--- config.mk ---
export PLATFORM = sky130hd
export DESIGN_NAME = flb_line_buffer
export DESIGN_NICKNAME = d
export VERILOG_FILES = /design/src/rtl/flb_pkg.sv /design/src/rtl/flb_way_dir.sv /design/src/rtl/flb_data_store.sv /design/src/rtl/flb_fill_ctrl.sv /design/src/rtl/flb_line_buffer.sv
export SDC_FILE = /design/constraint.sdc
export NUM_CORES = 2
export LEC_CHECK = 0
export BUFFER_PORTS_ARGS = -buffer_cell sky130_fd_sc_hd__buf_2
export CELL_PAD_IN_SITES_DETAIL_PLACEMENT = 0
export CELL_PAD_IN_SITES_GLOBAL_PLACEMENT = 1
export CORE_AREA = 2 2 528 635
export DETAILED_ROUTE_END_ITERATION = 6
export DIE_AREA = 0 0 530 637
export PLACE_DENSITY_LB_ADDON = 0.1
export SLEW_MARGIN = 0
export SYNTH_ARGS = -nofsm -noshare
export SYNTH_HDL_FRONTEND = slang
export SYNTH_SLANG_ARGS = --single-unit
--- constraint.sdc ---
create_clock -name clk -period 7.05 [get_ports clk]
set_input_delay 1.7625 -clock clk [delete_from_list [all_inputs] [get_ports clk]]
set_output_delay 1.7625 -clock clk [all_outputs]
set_load 0.02 [all_outputs]
--- src/rtl/flb_pkg.sv ---
package flb_pkg;
  localparam int MAXB    = 64;
  localparam int MAXB_IW = 6;

  typedef enum logic [1:0] {
    ACT_NONE   = 2'd0,
    ACT_NEW    = 2'd1,
    ACT_REFILL = 2'd2
  } fill_act_e;

  // First invalid beat after 'from' in wrap order; MSB flags that one exists.
  function automatic logic [MAXB_IW:0] next_gap(input logic [MAXB-1:0] vb,
                                                input int nb, input int from);
    logic [MAXB_IW:0]   res;
    logic [MAXB_IW-1:0] k;
    res = '0;
    for (int j = MAXB - 1; j >= 1; j--) begin
      if (j < nb) begin
        k = MAXB_IW'((from + j) % nb);
        if (!vb[k]) res = {1'b1, k};
      end
    end
    return res;
  endfunction
endpackage

--- src/rtl/flb_way_dir.sv ---
module flb_way_dir #(
  parameter int NUM_WAYS = 2,
  parameter int PAGE_W   = 8,
  parameter int NB       = 32,
  parameter int BEAT_IW  = 5
) (
  input  logic               clk,
  input  logic               rst_n,
  input  logic               clear_i,
  input  logic [PAGE_W-1:0]  look_page_i,
  input  logic [BEAT_IW-1:0] look_beat_i,
  input  logic               start_i,
  input  logic               start_way_i,
  input  logic [PAGE_W-1:0]  start_page_i,
  input  logic               set_i,
  input  logic               set_way_i,
  input  logic [BEAT_IW-1:0] set_beat_i,
  input  logic               touch_i,
  input  logic               touch_way_i,
  input  logic               q_way_i,
  output logic [NB-1:0]      q_vb_o,
  output logic               held_o,
  output logic               held_way_o,
  output logic               word_ok_o,
  output logic               victim_o
);
  logic [NUM_WAYS-1:0] tv_w;
  logic [NUM_WAYS-1:0] hit_w;
  logic [PAGE_W-1:0]   tag_w [NUM_WAYS];
  logic [NB-1:0]       vb_w  [NUM_WAYS];

  for (genvar w = 0; w < NUM_WAYS; w++) begin : g_way
    logic              tv;
    logic [PAGE_W-1:0] tag;
    logic [NB-1:0]     vb;
    logic              sel_set, sel_start;
    assign sel_set   = set_i   && (set_way_i   == 1'(w));
    assign sel_start = start_i && (start_way_i == 1'(w));
    always_ff @(posedge clk or negedge rst_n) begin
      if (!rst_n) begin
        tv  <= 1'b0;
        tag <= '0;
        vb  <= '0;
      end else if (clear_i) begin
        tv <= 1'b0;
        vb <= '0;
      end else begin
        if (sel_set) vb[set_beat_i] <= 1'b1;
        if (sel_start) begin
          tv  <= 1'b1;
          tag <= start_page_i;
          vb  <= '0;
        end
      end
    end
    assign tv_w[w]  = tv;
    assign tag_w[w] = tag;
    assign vb_w[w]  = vb;
    assign hit_w[w] = tv && (tag == look_page_i);
  end

  always_comb begin
    held_way_o = 1'b0;
    for (int w = 0; w < NUM_WAYS; w++)
      if (hit_w[w]) held_way_o = 1'(w);
  end

  assign held_o    = |hit_w;
  assign word_ok_o = held_o && vb_w[held_way_o][look_beat_i];
  assign q_vb_o    = vb_w[q_way_i];

  if (NUM_WAYS == 2) begin : g_lru
    logic lru;
    always_ff @(posedge clk or negedge rst_n) begin
      if (!rst_n)       lru <= 1'b0;
      else if (touch_i) lru <= ~touch_way_i;
    end
    assign victim_o = lru;

    // Two lines never hold the same page.
    assert_no_dup_tag_R7: assert property (@(posedge clk) disable iff (!rst_n)
      !(tv_w[0] && tv_w[1] && tag_w[0] == tag_w[1]));
  end else begin : g_one
    logic unused_touch;
    assign unused_touch = touch_i ^ touch_way_i;
    assign victim_o     = 1'b0;
  end

  assert_clear_empties_R10: assert property (@(posedge clk) disable iff (!rst_n)
    clear_i |=> (tv_w == '0));
endmodule

--- src/rtl/flb_data_store.sv ---
module flb_data_store #(
  parameter int NUM_WAYS = 2,
  parameter int NB       = 32,
  parameter int BEAT_IW  = 5,
  parameter int BEAT_W   = 64,
  parameter int CPU_W    = 32,
  parameter int WSEL_W   = 1
) (
  input  logic               clk,
  input  logic               rst_n,
  input  logic               we_i,
  input  logic               wr_way_i,
  input  logic [BEAT_IW-1:0] wr_beat_i,
  input  logic [BEAT_W-1:0]  wdata_i,
  input  logic               re_i,
  input  logic               rd_way_i,
  input  logic [BEAT_IW-1:0] rd_beat_i,
  input  logic [WSEL_W-1:0]  rd_sel_i,
  output logic [CPU_W-1:0]   rdata_o
);
  localparam int ENTRIES = NUM_WAYS * NB;
  localparam int IDX_W   = $clog2(ENTRIES);

  logic [BEAT_W-1:0] mem [ENTRIES];
  logic [IDX_W-1:0]  widx, ridx;

  assign widx = IDX_W'(int'(wr_way_i) * NB + int'(wr_beat_i));
  assign ridx = IDX_W'(int'(rd_way_i) * NB + int'(rd_beat_i));

  always_ff @(posedge clk) begin
    if (we_i) mem[widx] <= wdata_i;
  end

  always_ff @(posedge clk or negedge rst_n) begin
    if (!rst_n)    rdata_o <= '0;
    else if (re_i) rdata_o <= mem[ridx][int'(rd_sel_i) * CPU_W +: CPU_W];
  end
endmodule

--- src/rtl/flb_fill_ctrl.sv ---
module flb_fill_ctrl
  import flb_pkg::*;
#(
  parameter int PAGE_W  = 8,
  parameter int NB      = 32,
  parameter int BEAT_IW = 5,
  parameter int WS_W    = 4
) (
  input  logic                      clk,
  input  logic                      rst_n,
  input  logic                      clear_i,
  input  fill_act_e                 act_i,
  input  logic                      act_way_i,
  input  logic [PAGE_W-1:0]         act_page_i,
  input  logic [BEAT_IW-1:0]        act_beat_i,
  input  logic [WS_W-1:0]           wait_cfg_i,
  input  logic                      want_i,
  input  logic [BEAT_IW-1:0]        want_beat_i,
  input  logic [NB-1:0]             vb_i,
  output logic                      busy_o,
  output logic                      way_o,
  output logic                      beat_done_o,
  output logic [BEAT_IW-1:0]        cur_o,
  output logic                      fl_rd_o,
  output logic [PAGE_W+BEAT_IW-1:0] fl_addr_o
);
  logic [PAGE_W-1:0]  page;
  logic [BEAT_IW-1:0] cur;
  logic [WS_W-1:0]    cnt;
  logic [NB-1:0]      vb_after;
  logic [MAXB_IW:0]   gap;
  logic               redirect;

  assign beat_done_o = busy_o && (cnt == '0);
  assign vb_after    = vb_i | (NB'(1) << cur);
  assign gap         = next_gap(MAXB'(vb_after), NB, int'(cur));
  assign redirect    = want_i && (want_beat_i != cur);

  always_ff @(posedge clk or negedge rst_n) begin
    if (!rst_n) begin
      busy_o <= 1'b0;
      way_o  <= 1'b0;
      page   <= '0;
      cur    <= '0;
      cnt    <= '0;
    end else if (clear_i) begin
      busy_o <= 1'b0;
    end else if (act_i != ACT_NONE) begin
      busy_o <= 1'b1;
      way_o  <= act_way_i;
      page   <= act_page_i;
      cur    <= act_beat_i;
      cnt    <= wait_cfg_i;
    end else if (busy_o) begin
      if (cnt != '0)         cnt <= cnt - 1'b1;
      else if (redirect)     cur <= want_beat_i;
      else if (gap[MAXB_IW]) cur <= gap[BEAT_IW-1:0];
      else                   busy_o <= 1'b0;
    end
  end

  assign cur_o     = cur;
  assign fl_rd_o   = busy_o;
  assign fl_addr_o = {page, cur};

  assert_fill_starts_at_word_R2: assert property (@(posedge clk) disable iff (!rst_n)
    (act_i == ACT_NEW && !clear_i) |=>
      (fl_rd_o && fl_addr_o == {$past(act_page_i), $past(act_beat_i)}));

  assert_first_beat_waits_R4: assert property (@(posedge clk) disable iff (!rst_n)
    (act_i != ACT_NONE && !clear_i && wait_cfg_i != '0) |=> !beat_done_o);

  assert_jump_fetched_next_R6: assert property (@(posedge clk) disable iff (!rst_n)
    (beat_done_o && want_i && want_beat_i != cur_o && act_i == ACT_NONE && !clear_i)
      |=> (fl_addr_o[BEAT_IW-1:0] == $past(want_beat_i)));
endmodule

--- src/rtl/flb_line_buffer.sv ---
module flb_line_buffer
  import flb_pkg::*;
#(
  parameter int ADDR_W     = 16,
  parameter int LINE_BYTES = 256,
  parameter int BEAT_W     = 64,
  parameter int CPU_W      = 32,
  parameter int NUM_WAYS   = 2,
  parameter int WS_W       = 4
) (
  input  logic                clk,
  input  logic                rst_n,
  input  logic                inval_i,
  input  logic [WS_W-1:0]     wait_cfg_i,
  input  logic                cpu_req_i,
  input  logic [ADDR_W-1:0]   cpu_addr_i,
  output logic                cpu_rdy_o,
  output logic [CPU_W-1:0]    cpu_data_o,
  output logic                fl_rd_o,
  output logic [ADDR_W-4:0]   fl_addr_o,
  input  logic [BEAT_W-1:0]   fl_data_i
);
  localparam int BEAT_BYTES = BEAT_W / 8;
  localparam int NB         = LINE_BYTES / BEAT_BYTES;
  localparam int BEAT_IW    = $clog2(NB);
  localparam int WPB        = BEAT_W / CPU_W;
  localparam int WSEL_W     = $clog2(WPB);
  localparam int OFS_W      = $clog2(CPU_W / 8);
  localparam int BEAT_LSB   = OFS_W + WSEL_W;
  localparam int LINE_OFS   = $clog2(LINE_BYTES);
  localparam int PAGE_W     = ADDR_W - LINE_OFS;

  // Address split
  logic [PAGE_W-1:0]  look_page;
  logic [BEAT_IW-1:0] look_beat;
  logic [WSEL_W-1:0]  look_sel;
  logic               unused_ofs;
  assign look_page  = cpu_addr_i[ADDR_W-1 -: PAGE_W];
  assign look_beat  = cpu_addr_i[BEAT_LSB +: BEAT_IW];
  assign look_sel   = cpu_addr_i[OFS_W +: WSEL_W];
  assign unused_ofs = ^cpu_addr_i[OFS_W-1:0];

  // Named internal events
  logic          held, held_way, word_ok, victim;
  logic          fill_busy, fill_way, beat_done;
  logic [BEAT_IW-1:0] fill_cur;
  logic [NB-1:0] fill_vb;
  logic          lookup_hit, miss_new, miss_gap, want;
  fill_act_e     act;
  logic          act_way;
  logic          touch, touch_way;

  assign lookup_hit = cpu_req_i && word_ok && !inval_i;
  assign miss_new   = cpu_req_i && !held && !inval_i;
  assign want       = cpu_req_i && held && !word_ok && fill_busy && (fill_way == held_way);
  assign miss_gap   = cpu_req_i && held && !word_ok && !want && !inval_i;

  always_comb begin
    if (miss_new)      act = ACT_NEW;
    else if (miss_gap) act = ACT_REFILL;
    else               act = ACT_NONE;
  end
  assign act_way   = miss_new ? victim : held_way;
  assign touch     = lookup_hit || (act != ACT_NONE);
  assign touch_way = miss_new ? victim : held_way;

  flb_way_dir #(
    .NUM_WAYS(NUM_WAYS), .PAGE_W(PAGE_W), .NB(NB), .BEAT_IW(BEAT_IW)
  ) u_dir (
    .clk         (clk),
    .rst_n       (rst_n),
    .clear_i     (inval_i),
    .look_page_i (look_page),
    .look_beat_i (look_beat),
    .start_i     (act == ACT_NEW),
    .start_way_i (victim),
    .start_page_i(look_page),
    .set_i       (beat_done && !inval_i),
    .set_way_i   (fill_way),
    .set_beat_i  (fill_cur),
    .touch_i     (touch),
    .touch_way_i (touch_way),
    .q_way_i     (fill_way),
    .q_vb_o      (fill_vb),
    .held_o      (held),
    .held_way_o  (held_way),
    .word_ok_o   (word_ok),
    .victim_o    (victim)
  );

  flb_fill_ctrl #(
    .PAGE_W(PAGE_W), .NB(NB), .BEAT_IW(BEAT_IW), .WS_W(WS_W)
  ) u_fill (
    .clk        (clk),
    .rst_n      (rst_n),
    .clear_i    (inval_i),
    .act_i      (act),
    .act_way_i  (act_way),
    .act_page_i (look_page),
    .act_beat_i (look_beat),
    .wait_cfg_i (wait_cfg_i),
    .want_i     (want),
    .want_beat_i(look_beat),
    .vb_i       (fill_vb),
    .busy_o     (fill_busy),
    .way_o      (fill_way),
    .beat_done_o(beat_done),
    .cur_o      (fill_cur),
    .fl_rd_o    (fl_rd_o),
    .fl_addr_o  (fl_addr_o)
  );

  flb_data_store #(
    .NUM_WAYS(NUM_WAYS), .NB(NB), .BEAT_IW(BEAT_IW),
    .BEAT_W(BEAT_W), .CPU_W(CPU_W), .WSEL_W(WSEL_W)
  ) u_store (
    .clk      (clk),
    .rst_n    (rst_n),
    .we_i     (beat_done),
    .wr_way_i (fill_way),
    .wr_beat_i(fill_cur),
    .wdata_i  (fl_data_i),
    .re_i     (lookup_hit),
    .rd_way_i (held_way),
    .rd_beat_i(look_beat),
    .rd_sel_i (look_sel),
    .rdata_o  (cpu_data_o)
  );

  always_ff @(posedge clk or negedge rst_n) begin
    if (!rst_n) cpu_rdy_o <= 1'b0;
    else        cpu_rdy_o <= lookup_hit;
  end

  assert_ready_follows_request_R1: assert property (@(posedge clk) disable iff (!rst_n)
    cpu_rdy_o |-> $past(cpu_req_i));

  always @(posedge clk) begin
    if (!rst_n) assert_reset_quiet_R11: assert (!cpu_rdy_o && !fl_rd_o);
  end
endmodule

==> flow_summary_export.csv <==
group,metric,value,unit
setup_path,worstSetupPathType,"flop to flop",
sta,setup_ws,1040,ps
setup_path,rr_endpoint,"u_fill.cur_o[2]",
sta,final.min_clock_period,6010,ps
worst_hold_path,hp-start,"u_store.rdata_o[29]",
sta,rsz0062_at_grt,"no",
synth,synth-seq-cells,4231,
detailed_routing,drt-initial-drc-count,10800,
cts,clock-root-buffer,"clkbuf_16",
synth,synth-xor-area-share,0.322,%
sta,hold_viol,0,
pwr,switching_share,26.8,%
synth,syn_nets,7456,
placement,dpl.hpwl,259,mm
cts,clk_pin_slew,70,ps
setup_path,path_buf_inv,2,
setup_path,crit_path_max_incr_delay,730,ps
setup_path,reg2regPathDepth,15,
placement,gp_congestion,0.916,
sta,setup_viol,0,
setup_path,worstPathRequired,7930,ps
pwr,p_switching,15.8,mW
placement,pre_cts_slack,1140,ps
cts,numClockSinks,4231,
worst_hold_path,min_path_type,"flop to flop",
synth,syn_area,168000,um2
outcome,status,"complete, no violations",
synth,synth.area.top_cells,"edfxtp_1, mux4_2, dfrtp_1",
final_layout,layout.nets,7843,
synth,synth_area_leader_cell,"edfxtp_1",
sta,period_share,85.2,%
final_layout,layout-area-overhead-vs-synth,12.7,%
setup_path,cp-end-kind,"flop",
global_routing,grt_pass1_wl,680,mm
pwr,power.density,310,nW/um2
global_routing,grt_overflow_total,0,
global_routing,grt_pass1_vias,83700,
synth,ys.flop_type,"edfxtp_1",
cts,cts_setup_buffers,0,
synth,avgSynthCellArea,22.9,um2
floorplan,ios,135,
floorplan,fp-row-count,232,
cts,tritoncts,"built",
pwr,clock_power_share,36.7,%
synth,synth_fa_ha_area_share,0.171,%
cts,insertion_delay,980,ps
detailed_routing,drc,0,
setup_path,start_kind,"flop",
setup_path,r2r_slack,1040,ps
cts,clock_path_buffers,4,
floorplan,core_region_area,331000,um2
pwr,p_int,43.0,mW
cts,cts-buffers-inserted,411,
worst_hold_path,min_path_cells,2,
synth,synth_cell_types,93,
synth,synth.area.mux_share,20.0,%
global_routing,grt_max_degree,85,
detailed_routing,via_per_inst,6.66,
synth,async_reset_ff_share,3.19,%
synth,ys_warn_count,0,
setup_path,cpMostUsedCell,"mux2i_1",
floorplan,die_h,637,um
sta,finalClockSkew,59.7,ps
synth,yosys.area_share.simple,1.49,%
setup_path,r2r-start,"u_fill.cur_o[0]",
final_layout,final_cell_mix,"edfxtp_1, mux4_2, clkbuf_16, buf_4, nor2_1",
placement,placed_cells,11800,
floorplan,die_area,338000,um2
sta,drv_slew,0,
pwr,ir_drop,0.309,mV
sta,max_freq,166,MHz
final_layout,utilization,57.2,%
pwr,p_comb_share,15.9,%
synth,ys_seq_area_share,75.1,%
setup_path,arrival,6890,ps
sta,setup-tns-final,0,ps
flow_run,max_cap_viol_count,0,
detailed_routing,wl,494,mm
synth,synth_top_area_share,73.1,%
final_layout,fin_cells,12500,
detailed_routing,antenna_left,0,
pwr,p_leak,59.3,nW
floorplan,start_util,50.7,%
worst_hold_path,hold_end,"u_store.rdata_o[29]",
setup_path,crit_slowest_cell,"nor2b_1",
sta,slew-limit-headroom,6.59,%
setup_path,crit_fanout,39,
cts,cts-resized-gates,0,
sta,worst_pin_slew,1400,ps
pwr,pwr-share-seq,47.4,%
final_layout,mostFrequentLayoutCell,"edfxtp_1",
synth,synth_edf_count,4096,
final_layout,drive_gt1_share,31.3,%
placement,io_buffer_count,132,
setup_path,critPathTopFamily,"compound AO/OA/AOI/OAI gates",
synth,synth_top_family_by_area,"multiplexers",
cts,h-tree-depth,5,
synth,syn_inst,7345,
cts,hold_buffers,0,
detailed_routing,drtPass1Iterations,6,
detailed_routing,drt-wirelength-per-cell,39.4,um
detailed_routing,num_vias,83400,
setup_path,crit_chain,"inv_1, buf_4, ha_1, nand2b_1, o21ai_1, mux2i_1, mux4_1, a22o_1, nor2b_1, mux2i_1, a21oi_1, nor4_1, o2111ai_1, a221oi_1, a2bb2oi_2",
synth,synth-compound-area-share,1.83,%
global_routing,grt_usage,29.3,%
global_routing,antenna_found_initial,30,
floorplan,die_x,530,um
[layer usage]
metal	GRT usage, %	up-vias	part of all wire, %
met3	4.20	766	7.3
li1	-	32400	-
met1	40.4	46500	39
met2	48.9	3726	51
met4	8.99	18	3.4
met5	0	-	0.025
[logic make-up (layout without fill, tap and decap cells)]
group / after synthesis / in the layout
buffers and inverters: 435 / 1164
multiplexers: 1583 / 1583
adder cells (fa/ha/maj): 23 / 23
XOR/XNOR: 61 / 61
AND/OR/NAND/NOR: 545 / 545
flip-flops: 4231 / 4231
AO/OA/AOI/OAI: 467 / 467
other: 0 / 11
[registers in the layout, summed over array words and instances, names as in the netlist]
signal,cells
cpu_rdy_o,1
u_dir.g_way.tag,16
u_dir.g_way.tv,2
u_dir.g_way.vb,64
u_dir.victim_o,1
u_fill.busy_o,1
u_fill.cnt,4
u_fill.cur_o,5
u_fill.page,8
u_fill.way_o,1
u_store.mem,4096
u_store.rdata_o,32
[per-stage QoR]
step,hold slack (ps),area (um2),power [mW]
2_1_floorplan,462,168000,34.0
3_3_place_gp,465,176000,37.6
3_5_place_dp,464,176000,37.6
4_1_cts,480,190000,59.0
5_1_grt,510,190000,60.5
6_report,478,190000,58.8
[worst reg2reg max path, stage by stage, from the launching register on]
cell and delay, ps:
dfrtp_4 680, inv_1 210, buf_4 250, ha_1 280
nand2b_1 210, o21ai_1 610, mux2i_1 260, mux4_1 720
a22o_1 300, nor2b_1 730, mux2i_1 260, a21oi_1 80
nor4_1 560, o2111ai_1 250, a221oi_1 370, a2bb2oi_2 160
[power groups by stage]
stage,sequential [mW],combinational [mW],clock (mW)
2_1_floorplan,28.3,5.71,0
3_3_place_gp,28.4,9.25,0
3_5_place_dp,28.4,9.23,0
4_1_cts,27.9,9.26,21.9
5_1_grt,27.9,9.85,22.8
6_report,27.9,9.37,21.6
[synthesized netlist by cell type (10+ instances only)]
library cell	n
edfxtp_1	4096
mux4_2	1415
clkbuf_1	274
nor2_1	211
nand2_1	144
dfrtp_1	135
a21oi_1	118
mux2i_1	111
buf_1	106
o21ai_0	106
xnor2_1	54
mux2_2	53
nand3_1	33
o211ai_1	32
nor3_1	26
and2_1	23
ha_1	23
buf_2	21
nor2b_1	21
inv_1	20
a211oi_1	17
a31oi_1	17
nand2b_1	15
and3_1	13
o21ai_1	13
o22ai_1	13
o21a_1	12
a2111oi_0	10
nand4_1	10
or3_1	10
[layout make-up]
cell class	instances	area, um2
Timing Repair Buffer	384	3840
Inverter	25	93.8
Clock buffer	518	10900
Antenna cell	11	27.5
Fill cell	24200	142000
Sequential cell	4231	126000
Tap cell	4446	5560
Multi-Input combinational cell	2679	40600
Clock inverter	237	2160
[worst max-delay path by stage]
stage	from	endpoint	slack [ps]	cells past startpoint
final	u_fill.cur_o[0]	u_fill.cur_o[2]	1040	15
after detailed placement	cpu_addr_i[11]	u_dir.victim_o	1140	14
after CTS	u_fill.cur_o[0]	u_fill.cur_o[2]	1160	14
after floorplan	u_fill.cur_o[0]	u_fill.cur_o[2]	1660	17
after global placement	cpu_addr_i[11]	u_dir.victim_o	1050	14
after global routing	u_fill.cur_o[0]	u_fill.cur_o[1]	800	14
(Power assumes the default switching activity.)
